[src/rtl/irq_bank_pkg.sv]
// Package: word offsets of the register bank. Software decodes these
// offsets, so they are fixed; everything else is local to the design.
package irq_bank_pkg;
    localparam int OFS_IRQ_STAT = 0;
    localparam int OFS_FIQ_STAT = 1;
    localparam int OFS_RAW_STAT = 2;
    localparam int OFS_ROUTE    = 3;
    localparam int OFS_EN_SET   = 4;
    localparam int OFS_EN_CLR   = 5;
    localparam int OFS_SW_SET   = 6;
    localparam int OFS_SW_CLR   = 7;
    localparam int OFS_PROT     = 8;

    // Kind of update a mask register performs on a write
    typedef enum logic {
        UPD_SETCLR = 1'b0,
        UPD_LOAD   = 1'b1
    } upd_kind_e;
endpackage

[src/rtl/irq_sync_stage.sv]
// Module: irq_sync_stage
// Registers the hardware interrupt levels once per clock.
// Assumes the inputs are already in the clk domain; no metastability
// filtering is done here.
module irq_sync_stage #(
    parameter int W = 32
) (
    input  logic         clk,
    input  logic         rst_n,
    input  logic [W-1:0] lvl_in,
    output logic [W-1:0] lvl_q
);
    // Capture the input levels; clear on reset
    always_ff @(posedge clk) begin
        if (!rst_n) lvl_q <= '0;
        else        lvl_q <= lvl_in;
    end
endmodule

[src/rtl/irq_mask_reg.sv]
// Module: irq_mask_reg
// Holds a bit mask that is updated either by separate set and clear
// strobes (write-one-to-set / write-one-to-clear) or by a plain load.
// Assumes at most one strobe is active in a cycle; with UPD_SETCLR a
// set strobe wins if both are raised.
module irq_mask_reg
    import irq_bank_pkg::*;
#(
    parameter int        W    = 32,
    parameter upd_kind_e KIND = UPD_SETCLR
) (
    input  logic         clk,
    input  logic         rst_n,
    input  logic         set_stb,
    input  logic         clr_stb,
    input  logic [W-1:0] wdata,
    output logic [W-1:0] q
);
    logic [W-1:0] nxt;

    generate
        if (KIND == UPD_SETCLR) begin : g_setclr
            // Next value: OR in ones on set, knock out ones on clear
            always_comb begin
                nxt = q;
                if (set_stb)      nxt = q | wdata;
                else if (clr_stb) nxt = q & ~wdata;
            end
        end else begin : g_load
            logic unused_clr;
            assign unused_clr = clr_stb;
            // Next value: direct load on the set strobe
            always_comb begin
                nxt = q;
                if (set_stb) nxt = wdata;
            end
        end
    endgenerate

    // State register with synchronous clear
    always_ff @(posedge clk) begin
        if (!rst_n) q <= '0;
        else        q <= nxt;
    end
endmodule

[src/rtl/irq_route.sv]
// Module: irq_route
// Combines sampled hardware levels with the software word into raw
// status, then splits it into the normal path (gated by enable) and
// the fast path (selected by route, never gated by enable).
module irq_route #(
    parameter int W = 32
) (
    input  logic [W-1:0] hw_q,
    input  logic [W-1:0] sw_q,
    input  logic [W-1:0] en_q,
    input  logic [W-1:0] route_q,
    output logic [W-1:0] raw,
    output logic [W-1:0] irq_vec,
    output logic [W-1:0] fiq_vec,
    output logic         fiq_any
);
    // Form raw, per-path status and the fast-request reduction
    always_comb begin
        raw     = hw_q | sw_q;
        irq_vec = raw & en_q & ~route_q;
        fiq_vec = raw & route_q;
        fiq_any = |fiq_vec;
    end
endmodule

[src/rtl/irq_src_bank.sv]
// Module: irq_src_bank (top)
// Register bank for interrupt source masking and routing. Decodes the
// word-addressed bus, holds enable, route, software and protection
// state, and exports status vectors and the fast-request output.
// Assumes writes commit on the clock edge and reads are combinational.
module irq_src_bank
    import irq_bank_pkg::*;
#(
    parameter int SRC_W  = 32,
    parameter int ADDR_W = 4
) (
    input  logic              clk,
    input  logic              rst_n,
    input  logic [SRC_W-1:0]  src_lvl,
    input  logic              bus_wr,
    input  logic [ADDR_W-1:0] bus_addr,
    input  logic [SRC_W-1:0]  bus_wdata,
    output logic [SRC_W-1:0]  bus_rdata,
    output logic [SRC_W-1:0]  irq_status,
    output logic [SRC_W-1:0]  fiq_status,
    output logic              fiq_out
);
    localparam int OFS_COUNT = 1 << ADDR_W;

    logic [SRC_W-1:0] hw_q, sw_q, en_q, route_q, raw;
    logic [0:0]       prot_q;
    logic [OFS_COUNT-1:0] wsel;

    // One-hot write decode of the addressed word offset
    always_comb begin
        wsel = '0;
        if (bus_wr) wsel[bus_addr] = 1'b1;
    end

    irq_sync_stage #(.W(SRC_W)) u_sync (
        .clk(clk), .rst_n(rst_n), .lvl_in(src_lvl), .lvl_q(hw_q)
    );

    irq_mask_reg #(.W(SRC_W), .KIND(UPD_SETCLR)) u_en (
        .clk(clk), .rst_n(rst_n),
        .set_stb(wsel[OFS_EN_SET]), .clr_stb(wsel[OFS_EN_CLR]),
        .wdata(bus_wdata), .q(en_q)
    );

    irq_mask_reg #(.W(SRC_W), .KIND(UPD_SETCLR)) u_sw (
        .clk(clk), .rst_n(rst_n),
        .set_stb(wsel[OFS_SW_SET]), .clr_stb(wsel[OFS_SW_CLR]),
        .wdata(bus_wdata), .q(sw_q)
    );

    irq_mask_reg #(.W(SRC_W), .KIND(UPD_LOAD)) u_route (
        .clk(clk), .rst_n(rst_n),
        .set_stb(wsel[OFS_ROUTE]), .clr_stb(1'b0),
        .wdata(bus_wdata), .q(route_q)
    );

    irq_mask_reg #(.W(1), .KIND(UPD_LOAD)) u_prot (
        .clk(clk), .rst_n(rst_n),
        .set_stb(wsel[OFS_PROT]), .clr_stb(1'b0),
        .wdata(bus_wdata[0:0]), .q(prot_q)
    );

    irq_route #(.W(SRC_W)) u_route_logic (
        .hw_q(hw_q), .sw_q(sw_q), .en_q(en_q), .route_q(route_q),
        .raw(raw), .irq_vec(irq_status), .fiq_vec(fiq_status),
        .fiq_any(fiq_out)
    );

    // Read multiplexer; unmapped and write-only offsets return zero
    always_comb begin
        bus_rdata = '0;
        case (int'(bus_addr))
            OFS_IRQ_STAT: bus_rdata = irq_status;
            OFS_FIQ_STAT: bus_rdata = fiq_status;
            OFS_RAW_STAT: bus_rdata = raw;
            OFS_ROUTE:    bus_rdata = route_q;
            OFS_EN_SET:   bus_rdata = en_q;
            OFS_SW_SET:   bus_rdata = sw_q;
            OFS_PROT:     bus_rdata[0] = prot_q[0];
            default:      bus_rdata = '0;
        endcase
    end
endmodule

[config.mk]
export PLATFORM = sky130hd
export DESIGN_NAME = irq_src_bank
export DESIGN_NICKNAME = d
export VERILOG_FILES = /design/src/rtl/irq_bank_pkg.sv /design/src/rtl/irq_sync_stage.sv /design/src/rtl/irq_mask_reg.sv /design/src/rtl/irq_route.sv /design/src/rtl/irq_src_bank.sv
export SDC_FILE = /design/constraint.sdc
export NUM_CORES = 1
export LEC_CHECK = 0
export ABC_AREA = 1
export CAP_MARGIN = 5
export CORE_MARGIN = 10
export CORE_UTILIZATION = 60
export CTS_BUF_LIST = sky130_fd_sc_hd__clkbuf_4
export DETAILED_ROUTE_END_ITERATION = 7
export DONT_BUFFER_PORTS = 1
export PLACE_DENSITY = 0.76
export SLEW_MARGIN = 25
export SYNTH_ARGS = -nofsm -noshare
export SYNTH_HDL_FRONTEND = slang
export SYNTH_SLANG_ARGS = --single-unit
[constraint.sdc]
create_clock -name clk -period 1.69 [get_ports clk]
set_clock_uncertainty 0.2 [all_clocks]
set_input_delay 0.169 -clock clk [delete_from_list [all_inputs] [get_ports clk]]
set_output_delay 0.169 -clock clk [all_outputs]
set_load 0.03 [all_outputs]
==> results of run 1 <==
[synthesized netlist by cell type (14+ instances only)]
cell type / count
buf_2: 29
nor3_1: 38
a21oi_1: 104
clkbuf_1: 27
a22oi_1: 25
o22ai_1: 14
nor2_1: 99
o21ai_0: 114
nand3_1: 85
nand2_1: 170
nand4_1: 32
dfxtp_1: 129
inv_1: 200
[through the flow]
| stage | instance area, µm² | std cells |
|---|---|---|
| 4_1_cts | 11000 | 1513 |
| 3_5_place_dp | 8090 | 1295 |
| 3_3_place_gp | 8090 | 1295 |
| 2_1_floorplan | 7000 | 1091 |
[timing repair]
item                                   CTS
hold buffers                           147
setup endpoints to repair               97
setup buffers                           47
pin swaps                              110
resized for setup                      342
endpoints found under the hold margin  129
gates cloned                             0
[cell families after synthesis]
logic type,after synthesis
compound gates,259
buf+inv,270
flops,129
simple gates,433
==> summary.txt, run 1 <==
Status -> did not finish
Failing step -> global routing
Stop err -> [ERROR DPL-0038] Utilization greater than 100%, impossible to legalize
Largest family of logic cells by synthesized area -> simple AND/OR/NAND/NOR gates
Post-synth EDFFs -> 0
Flops & latches, synth -> 129
Die Ht -> 128 µm
Synth Instances -> 1091
Register area share after synthesis -> 0.371
Initial Utilization -> 0.612
Largest net degree at the start of global routing -> 46
Clock Path Buffers -> 2
Worst endpoint, post-GRT repair -> fiq_out
Area leader, netlist -> dfxtp_1
GPL Wtd Cong -> 0.914
Ys async rst share -> 0
Worst endpoint type -> top-level output
Synth Area in Adders -> 0
Synth top area share -> 0.371
XOR/XNOR share of the synthesized area -> 0
Synth Flop Type -> dfxtp_1
Area of the mapped netlist -> 6950 µm²
Detailed placement HPWL -> 16200 µm
Sink Count -> 129
Row count -> 39
Input/output buffers -> 0
Ys Warns -> 0
Post-synthesis simple-gate area fraction -> 0.276
Io pins -> 168
Top area cells in the synthesized netlist -> dfxtp_1 37%, inv_1 11%, nand2_1 9.2%
Root buf cell -> clkbuf_4
Avg Inst Size Synth -> 6.37 µm²
Total CTS buffers -> 17
Yosys cell types -> 23
Post-synthesis compound-gate area fraction -> 0.198
Die Wd -> 128 µm
Post-synthesis mux area share -> 0
Placement Setup Slack -> -0.0236 ns
Htree depth -> 4
Syn_nets -> 1162
==> run 2: changes to the inputs <==
- CORE_UTILIZATION: 60 -> 40
- CTS_BUF_LIST: sky130_fd_sc_hd__clkbuf_4 -> not set
- PLACE_DENSITY: 0.76 -> not set
- PLACE_DENSITY_LB_ADDON: not set -> 0.15
==> run 2 against run 1 <==
Net effect: the flow now finishes, with violations (negative setup slack); synthesized cell count unchanged; synthesized area unchanged.
==> summary.txt, run 2 <==
Status -> finished with violations
Failing checks -> negative setup slack
Die ar. -> 23100 µm²
Critical path required time -> 1.32 ns
Worst Path Max Fanout -> 3
R2R setup slack -> 0.20 ns
Area growth, synth to finish -> 72.4%
Total iterations of the first detailed-routing run -> 5
Hold Vio Cnt, Final -> 0
Syn_nets -> 1162
Fin nets -> 1449
Vias -> 8741
Total congestion overflow -> 0
Final Non-Filler Cells -> 1617
Register area share after synthesis -> 0.371
Io pins -> 168
Synth Instances -> 1091
Post-synth EDFFs -> 0
Input/output buffers -> 0
Worst Setup Start Kind -> flip-flop
Final WS setup -> -0.319 ns
Die Ht -> 152 µm
Ys Warns -> 0
Vias in the first global route -> 8611
Die Wd -> 152 µm
Fin crit share -> 1.19
Synth Flop Type -> dfxtp_1
Most common cell in the netlist -> inv_1
CP Data Arrival Time -> 1.64 ns
FF-to-FF path depth -> 4
Yosys cell types -> 23
Commonest non-fill, non-tap cell in the layout -> dlygate4sd3_1
GPL Wtd Cong -> 0.833
Clock network latency to the later pin of the worst-skew pair -> 0.42 ns
Sink Count -> 129
Clock power share -> 0.466
CTS tree -> yes
Crit Path Class -> reg -> out
Worst-Margin Slew -> 0.685 ns
Area leader, netlist -> dfxtp_1
Avg Inst Size Synth -> 6.37 µm²
Synth top area share -> 0.371
Ys async rst share -> 0
Top cells by count, synth -> 200 x inv_1, 170 x nand2_1, 129 x dfxtp_1
Clock Path Buffers -> 2
Reg clk slew, reported paths -> 0.05 ns
CP endpoint kind -> primary output
Initial Utilization -> 0.405
Leakage power -> 5.43 nW
Sw frac -> 0.259
Antenna violations before repair -> 1
Cell Int Power -> 6.09 mW
Hold path cells -> 5
Setup violators final -> 44
Largest vdd supply drop -> 0.000727 V
Area of the mapped netlist -> 6950 µm²
Detailed placement HPWL -> 17900 µm
GRT Util Overall -> 0.247
Max-slew violations -> 0
Sequential Power Share -> 0.387
Post-route ant nets -> 0
DRC viols -> 0
DR iter-0 viols -> 875
Max-slew headroom -> 0.543
Net switching power -> 2.13 mW
Power per Cell Area -> 686 nW/µm²
Vias/cell -> 5.41
Htree depth -> 4
HP Class -> in -> reg
Pwr Total -> 8.22 mW
Fmax -> 0.498 GHz
First-pass GRT wire length -> 47000 µm
Worst Setup EP -> fiq_out
Top area cells in the synthesized netlist -> dfxtp_1 37%, inv_1 11%, nand2_1 9.2%
Row count -> 48
Share of layout cells above drive strength 1 -> 0.379
Comb power frac -> 0.147
Root buf cell -> clkbuf_16
Core area -> 17200 µm²
Max-cap violation count -> 0
RSZ-0062 raised after global routing -> yes
Total CTS buffers -> 17
Utilization after layout -> 0.698
Drt wl/cell -> 18.9 µm
Largest net degree at the start of global routing -> 41
CP startpoint -> u_sync.lvl_q[1]
Flops & latches, synth -> 129
Detailed Route WL -> 30500 µm
Final Critical Period -> 2.01 ns
Most frequent cells in the layout -> 130 x dlygate4sd3_1, 127 x inv_1, 101 x nand2_1, 98 x a21oi_1, 96 x buf_4
Dpl cells -> 1395
## run 2: cell counts after synthesis
No cell type changed its count.
## run 2: metal layers
metal	wire, µm	part of all wire	GRT usage	vias up
li1	-	-	-	4111
met1	12600	0.41	0.313	4149
met2	14700	0.48	0.406	430
met3	2710	0.089	0.0579	51
met4	542	0.018	0.0738	0
met5	0	0	0	-
## run 2: final cells by class
cell class | instances | area, µm²
fillers | 1401 | 5190
multi-input cells | 692 | 4020
repair buffers | 333 | 3620
flip-flops and latches | 129 | 2660
inverters | 205 | 803
clock buffers | 22 | 474
well taps | 225 | 282
clock inverters | 10 | 133
diodes | 1 | 2.50
## run 2: what timing repair did
item                                    CTS  global route
gates cloned                              0             1
hold buffers                            142             0
pin swaps                                88            85
resized for setup                       235           178
endpoints found under the setup margin   37           125
buffers inserted                         35            22
endpoints found under the hold margin   129             0
## run 2: through the flow
stage,setup TNS (ns),setup WS [ns],area [µm²],hold slack (ns)
floorplan,0,0.0432,7000,0.0666
global placement,-0.0851,-0.0399,8560,0.0677
detailed placement,-0.134,-0.0290,8560,0.0718
CTS,-5.37,-0.341,11400,0.0132
global route,-7.57,-0.406,12000,0.0230
finish,-4.60,-0.319,12000,0.00142
## run 2: kinds of logic (layout without fill, tap and decap cells)
group	after synthesis	in the layout	share of synthesized area
simple gates	433	433	0.276
buf+inv	270	570	0.155
compound gates	259	259	0.198
flops	129	129	0.371
other cells	0	1	0
## run 2: how the worst min path moves through the flow
stage                      from               end  slack (ns)
finish              bus_addr[1]         flip-flop       0.001
global route        bus_addr[1]         flip-flop        0.02
CTS                 bus_addr[0]         flip-flop        0.01
detailed placement  src_lvl[13]  u_sync.lvl_q[13]        0.07
global placement    src_lvl[13]  u_sync.lvl_q[13]        0.07
floorplan            src_lvl[0]   u_sync.lvl_q[0]        0.07
## run 2: critical path, cell delays in order, from the launching register on
cell,delay [ns]
dfxtp_2,0.32
nor2_4,0.12
inv_2,0.06
nand2_4,0.08
nand2_2,0.06
nor2_2,0.11
nand2_1,0.08
nor2_1,0.13
nand2_2,0.11
buf_6,0.15
## run 2: power groups by stage
stage	Combinational (mW)	Clock [mW]	Sequential, mW
floorplan	0.446	0	3.21
CTS	1.11	3.84	3.17
global placement	0.676	0	3.22
detailed placement	0.681	0	3.22
finish	1.21	3.83	3.18
global route	1.29	4.00	3.19
Power figures use the tool's default switching activity.
==> run 3: changes to the inputs <==
- CTS_BUF_LIST: not set -> sky130_fd_sc_hd__clkbuf_2
==> run 3 against run 2 <==
Net effect: count of clock-buffer cells in the layout down 3; non-clock buffer count rose by 72; critical path depth is the same; worst hold slack lost 0.0047 ns; power shrank 20%; critical endpoint unchanged; sequential share of layout area shrank 1.3 points; global-route usage is 0.48 points higher; design area rose by 7.1%; setup slack worse by 0.39 ns; cell count rose by 4.5%; maximum frequency is 16% lower; the flow finishes with violations (negative hold slack, negative setup slack); core utilization increased by 4.9 points.
==> summary.txt, run 3 (same netlist as run 2, synthesis figures left out) <==
Status -> finished with violations
Failing checks -> negative hold slack, negative setup slack
Die ar. -> 23100 µm²
Max-slew headroom -> 0.565
Pwr Total -> 6.61 mW
Sink Count -> 129
Drt wl/cell -> 19.7 µm
Max-slew violations -> 0
Vias in the first global route -> 8954
Antenna violations before repair -> 2
DRC viols -> 0
Post-route ant nets -> 0
HP Class -> in -> reg
Crit Path Class -> reg -> out
Final Critical Period -> 2.40 ns
Vias/cell -> 5.52
FF-to-FF path depth -> 4
Setup violators final -> 101
Reg clk slew, reported paths -> 0.21 ns
Largest net degree at the start of global routing -> 45
Total CTS buffers -> 17
Hold Path Origin -> bus_wr
CP max stage delay -> 0.35 ns
Commonest non-fill, non-tap cell in the layout -> dlygate4sd3_1
Most frequent cells in the layout -> 177 x dlygate4sd3_1, 117 x buf_6, 104 x inv_1, 101 x nand2_1, 99 x a21oi_1
Input/output buffers -> 0
Worst-Margin Slew -> 0.651 ns
Io pins -> 168
DR iter-0 viols -> 876
Total iterations of the first detailed-routing run -> 5
Max-cap violation count -> 0
Die Ht -> 152 µm
R2R setup slack -> 0.18 ns
Fin nets -> 1521
Final TNS setup -> -31.65 ns
CP most frequent cell -> nand2_2
Hold Slack -> -0.00325 ns
Htree depth -> 4
Dpl cell area -> 8560 µm²
GPL Wtd Cong -> 0.833
Critical path's top delay family -> simple AND/OR/NAND/NOR gates
CP endpoint kind -> primary output
Worst Path Max Fanout -> 3
CP max stage cell -> dfxtp_1
Hold Vio Cnt, Final -> 1
Fmax -> 0.416 GHz
Vias -> 9336
Clock network latency to the later pin of the worst-skew pair -> 0.69 ns
Leakage power -> 5.68 nW
Critical path required time -> 1.32 ns
Buf+Inv Stages, Crit Path -> 2
Share of layout cells above drive strength 1 -> 0.429
Die Wd -> 152 µm
Root buf cell -> clkbuf_2
RSZ-0062 raised after global routing -> yes
Fin crit share -> 1.42
Fin area -> 12800 µm²
CTS tree -> yes
Core area -> 17200 µm²
Worst-path cell chain -> inv_1, nand2_4, nand2_2, nand2_2, nor2_1, nand2_1, nor2_1, nand2_2, buf_6
Clock Path Buffers -> 2
Total congestion overflow -> 0
Detailed Route WL -> 33300 µm
Area growth, synth to finish -> 84.6%
Hold path cells -> 6
Row count -> 48
First-pass GRT wire length -> 48300 µm
Detailed placement HPWL -> 17900 µm
CP Data Arrival Time -> 2.03 ns
Final WS setup -> -0.713 ns
GRT Util Overall -> 0.252
Worst Setup Start Kind -> flip-flop
Largest vdd supply drop -> 0.000364 V
Power per Cell Area -> 515 nW/µm²
Initial Utilization -> 0.405
## run 3: cell types whose count changed in the layout (fill, tap and decap cells not counted), sizes merged
cell          delta
clkinv           +4
dlygate4sd3     +47
inv              -1
dlymetal6s4s     -5
diode            +1
clkbuf           -3
buf             +30
## run 3: area by class of cell
cell class	count	area [µm²]
repair buffers	405	4500
fillers	1250	4340
inverters	205	828
flip-flops and latches	129	2680
clock inverters	13	144
clock buffers	19	95.1
well taps	225	282
multi-input cells	692	4310
diodes	2	5.00
## run 3: how the worst max path moves through the flow
stage	startpoint	slack, ns	end	cells after the start
floorplan	bus_addr[0]	0.04	bus_rdata[12]	8
global route	u_sync.lvl_q[12]	-0.79	fiq_out	9
CTS	u_sync.lvl_q[14]	-0.67	fiq_out	8
finish	u_sync.lvl_q[12]	-0.71	fiq_out	9
global placement	flip-flop	-0.04	fiq_out	7
detailed placement	flip-flop	-0.03	fiq_out	7
## run 3: tightest hold or removal path, delay by kind of cell
kind                   cells  cell delay (ns)
buffers and inverters      3             0.41
AND/OR/NAND/NOR            1             0.09
AO/OA/AOI/OAI              2             0.22
## run 3: through the flow
stage | utilization | instances | hold WS (ns) | setup WS (ns)
6_report | 0.747 | 1690 | -0.00325 | -0.713
5_1_grt | 0.747 | 1690 | -0.00378 | -0.790
4_1_cts | 0.680 | 1641 | -0.0981 | -0.674
3_5_place_dp | 0.498 | 1395 | 0.0718 | -0.0290
3_3_place_gp | 0.498 | 1395 | 0.0677 | -0.0399
2_1_floorplan | - | 1091 | 0.0666 | 0.0432
## run 3: routing by layer
metal  vias up  global-route usage  wire, µm
li1       4263                   -         -
met1      4431               0.311     13100
met2       533               0.415     16200
met3       109              0.0610      2850
met4         0              0.0908      1130
met5         -                   0         0
## run 3: power by group
| group | internal [mW] | switching (mW) | total (mW) |
|---|---|---|---|
| sequential | 3.13 | 0.0628 | 3.19 |
| combinational | 0.650 | 0.748 | 1.40 |
| clock | 0.809 | 1.21 | 2.02 |
| total | 4.59 | 2.02 | 6.61 |
## run 3: timing repair
action                                 CTS  global route
hold buffers                           171            16
setup buffers                           43            43
cloned                                   0             0
resized for setup                      343           247
pin swaps                               88           101
setup endpoints to repair               97           129
endpoints found under the hold margin  129            38
==> run 4: changes to the inputs <==
- CTS_BUF_LIST: sky130_fd_sc_hd__clkbuf_2 -> sky130_fd_sc_hd__clkbuf_8
- clock period: 1.69 -> 2.89 ns (I/O delays scaled with it)
==> run 4 against run 3 <==
Net effect: non-clock buffer count shrank 207; the run now ends clean; global-route usage shrank 2.5 points; design area is 27% lower; worst hold slack better by 0.042 ns; via count down 16%; clock power is 18% lower; sequential power decreased by 42%; die area is the same.
==> summary.txt, run 4 (same netlist as run 2, synthesis figures left out) <==
Status -> finished, final reports clean
Drt wl/cell -> 18.1 µm
Vias -> 7877
Max-cap violation count -> 0
Max-slew violations -> 0
Fin nets -> 1314
Final TNS setup -> 0 ns
CP Data Arrival Time -> 2.14 ns
Htree depth -> 4
Fin crit share -> 0.911
Largest net degree at the start of global routing -> 57
CP endpoint kind -> primary output
GPL Wtd Cong -> 0.877
Die Wd -> 152 µm
Power per Cell Area -> 430 nW/µm²
Setup bufs post-CTS -> 0
Fmax -> 0.380 GHz
Crit Path Class -> in -> out
Detailed placement HPWL -> 17000 µm
RSZ-0062 raised after global routing -> no
Commonest non-fill, non-tap cell in the layout -> inv_1
Io pins -> 168
Final WS setup -> 0.257 ns
First-pass GRT wire length -> 42800 µm
Vias in the first global route -> 7736
# fillers -> 1721
HP Class -> in -> reg
Hold Vio Cnt, Final -> 0
DRC viols -> 0
Share of layout cells above drive strength 1 -> 0.0884
Max-slew headroom -> 0.357
GRT Util Overall -> 0.226
Total CTS buffers -> 17
Sink Count -> 129
Setup violators final -> 0
Core area -> 17200 µm²
Clock Path Buffers -> 2
Detailed Route WL -> 26800 µm
Worst Path Max Fanout -> 12
Worst-Margin Slew -> 0.963 ns
Worst Setup Start Kind -> input port
Die ar. -> 23100 µm²
Initial Utilization -> 0.405
Leakage power -> 4.41 nW
Post-route ant nets -> 0
Total iterations of the first detailed-routing run -> 5
Clock network latency to the later pin of the worst-skew pair -> 0.45 ns
Largest vdd supply drop -> 0.000285 V
Die Ht -> 152 µm
Row count -> 48
Placement Setup Slack -> 0.560 ns
Total congestion overflow -> 0
Final Critical Period -> 2.63 ns
Root buf cell -> clkbuf_8
Vias/cell -> 5.32
Critical path required time -> 2.40 ns
# diodes -> 0
CTS tree -> yes
DR iter-0 viols -> 725
Area growth, synth to finish -> 35.1%
Most frequent cells in the layout -> 202 x inv_1, 169 x nand2_1, 134 x dlygate4sd3_1, 129 x dfxtp_1, 114 x o21ai_0
Antenna violations before repair -> 0
Input/output buffers -> 0
Reg clk slew, reported paths -> 0.08 ns
-- run 4: changes by cell type in the layout (fill, tap and decap cells not counted), moves of 25 or more --
cell           before  now
nand2_1           101  169
inv_1             104  202
nand3_1            53   85
buf_12             45   17
nand3_2            30    2
dfxtp_2            72    0
o21ai_0            86  114
nand2_2            47    4
buf_6             117    0
inv_2              81    5
dlygate4sd3_1     177  134
nand2_4            25    0
nor2_1             65   97
dfxtp_1            56  129
-- run 4: routing by layer --
metal | vias up | global-route usage | part of all wire
li1 | 3827 | - | -
met1 | 3704 | 0.294 | 0.45
met2 | 315 | 0.362 | 0.46
met3 | 31 | 0.0559 | 0.078
met4 | 0 | 0.0665 | 0.014
met5 | - | 0 | 0
-- run 4: power by group --
part           switching, mW  internal (mW)
sequential            0.0222           1.82
combinational          0.322          0.217
clock                  0.751          0.909
-- run 4: cell type report --
class	count	area [µm²]	area share
inverters	205	769	0.0819
clock buffers	20	275	0.0293
well taps	225	282	0.0300
flip-flops and latches	129	2580	0.275
multi-input cells	692	3310	0.353
clock inverters	12	140	0.0149
repair buffers	198	2030	0.217
-- run 4: through the flow --
step | utilization | area (µm²) | power (mW) | std cells | hold slack, ns
3_3_place_gp | 0.442 | 7600 | 2.22 | 1313 | 0.188
5_1_grt | 0.547 | 9400 | 4.20 | 1481 | 0.0635
6_report | 0.547 | 9400 | 4.04 | 1481 | 0.0391
2_1_floorplan | - | 6950 | 2.14 | 1091 | 0.187
4_1_cts | 0.547 | 9390 | 4.05 | 1481 | 0.0348
3_5_place_dp | 0.442 | 7600 | 2.23 | 1313 | 0.190
-- run 4: worst paths after layout --
kind                   endpoint        start  cells after the start  slack (ns)
setup / recovery  bus_rdata[29]  bus_addr[0]                      7        0.26
hold / removal        flip-flop        rst_n                      2        0.04
setup reg to reg      flip-flop    flip-flop                      3        1.53
hold reg to reg       flip-flop    flip-flop                      2        0.28
-- run 4: critical path: stages --
cell and delay [ns]:
dlygate4sd3_1 0.62, nor2_4 0.31, nand2_2 0.30, o21ai_0 0.30, a21oi_1 0.07, nand2_1 0.12, buf_12 0.13
-- run 4: what timing repair did --
action,CTS,global route
setup endpoints to repair,0,9
hold buffers,136,0
hold endpoints to repair,129,0
gates resized for setup,0,1
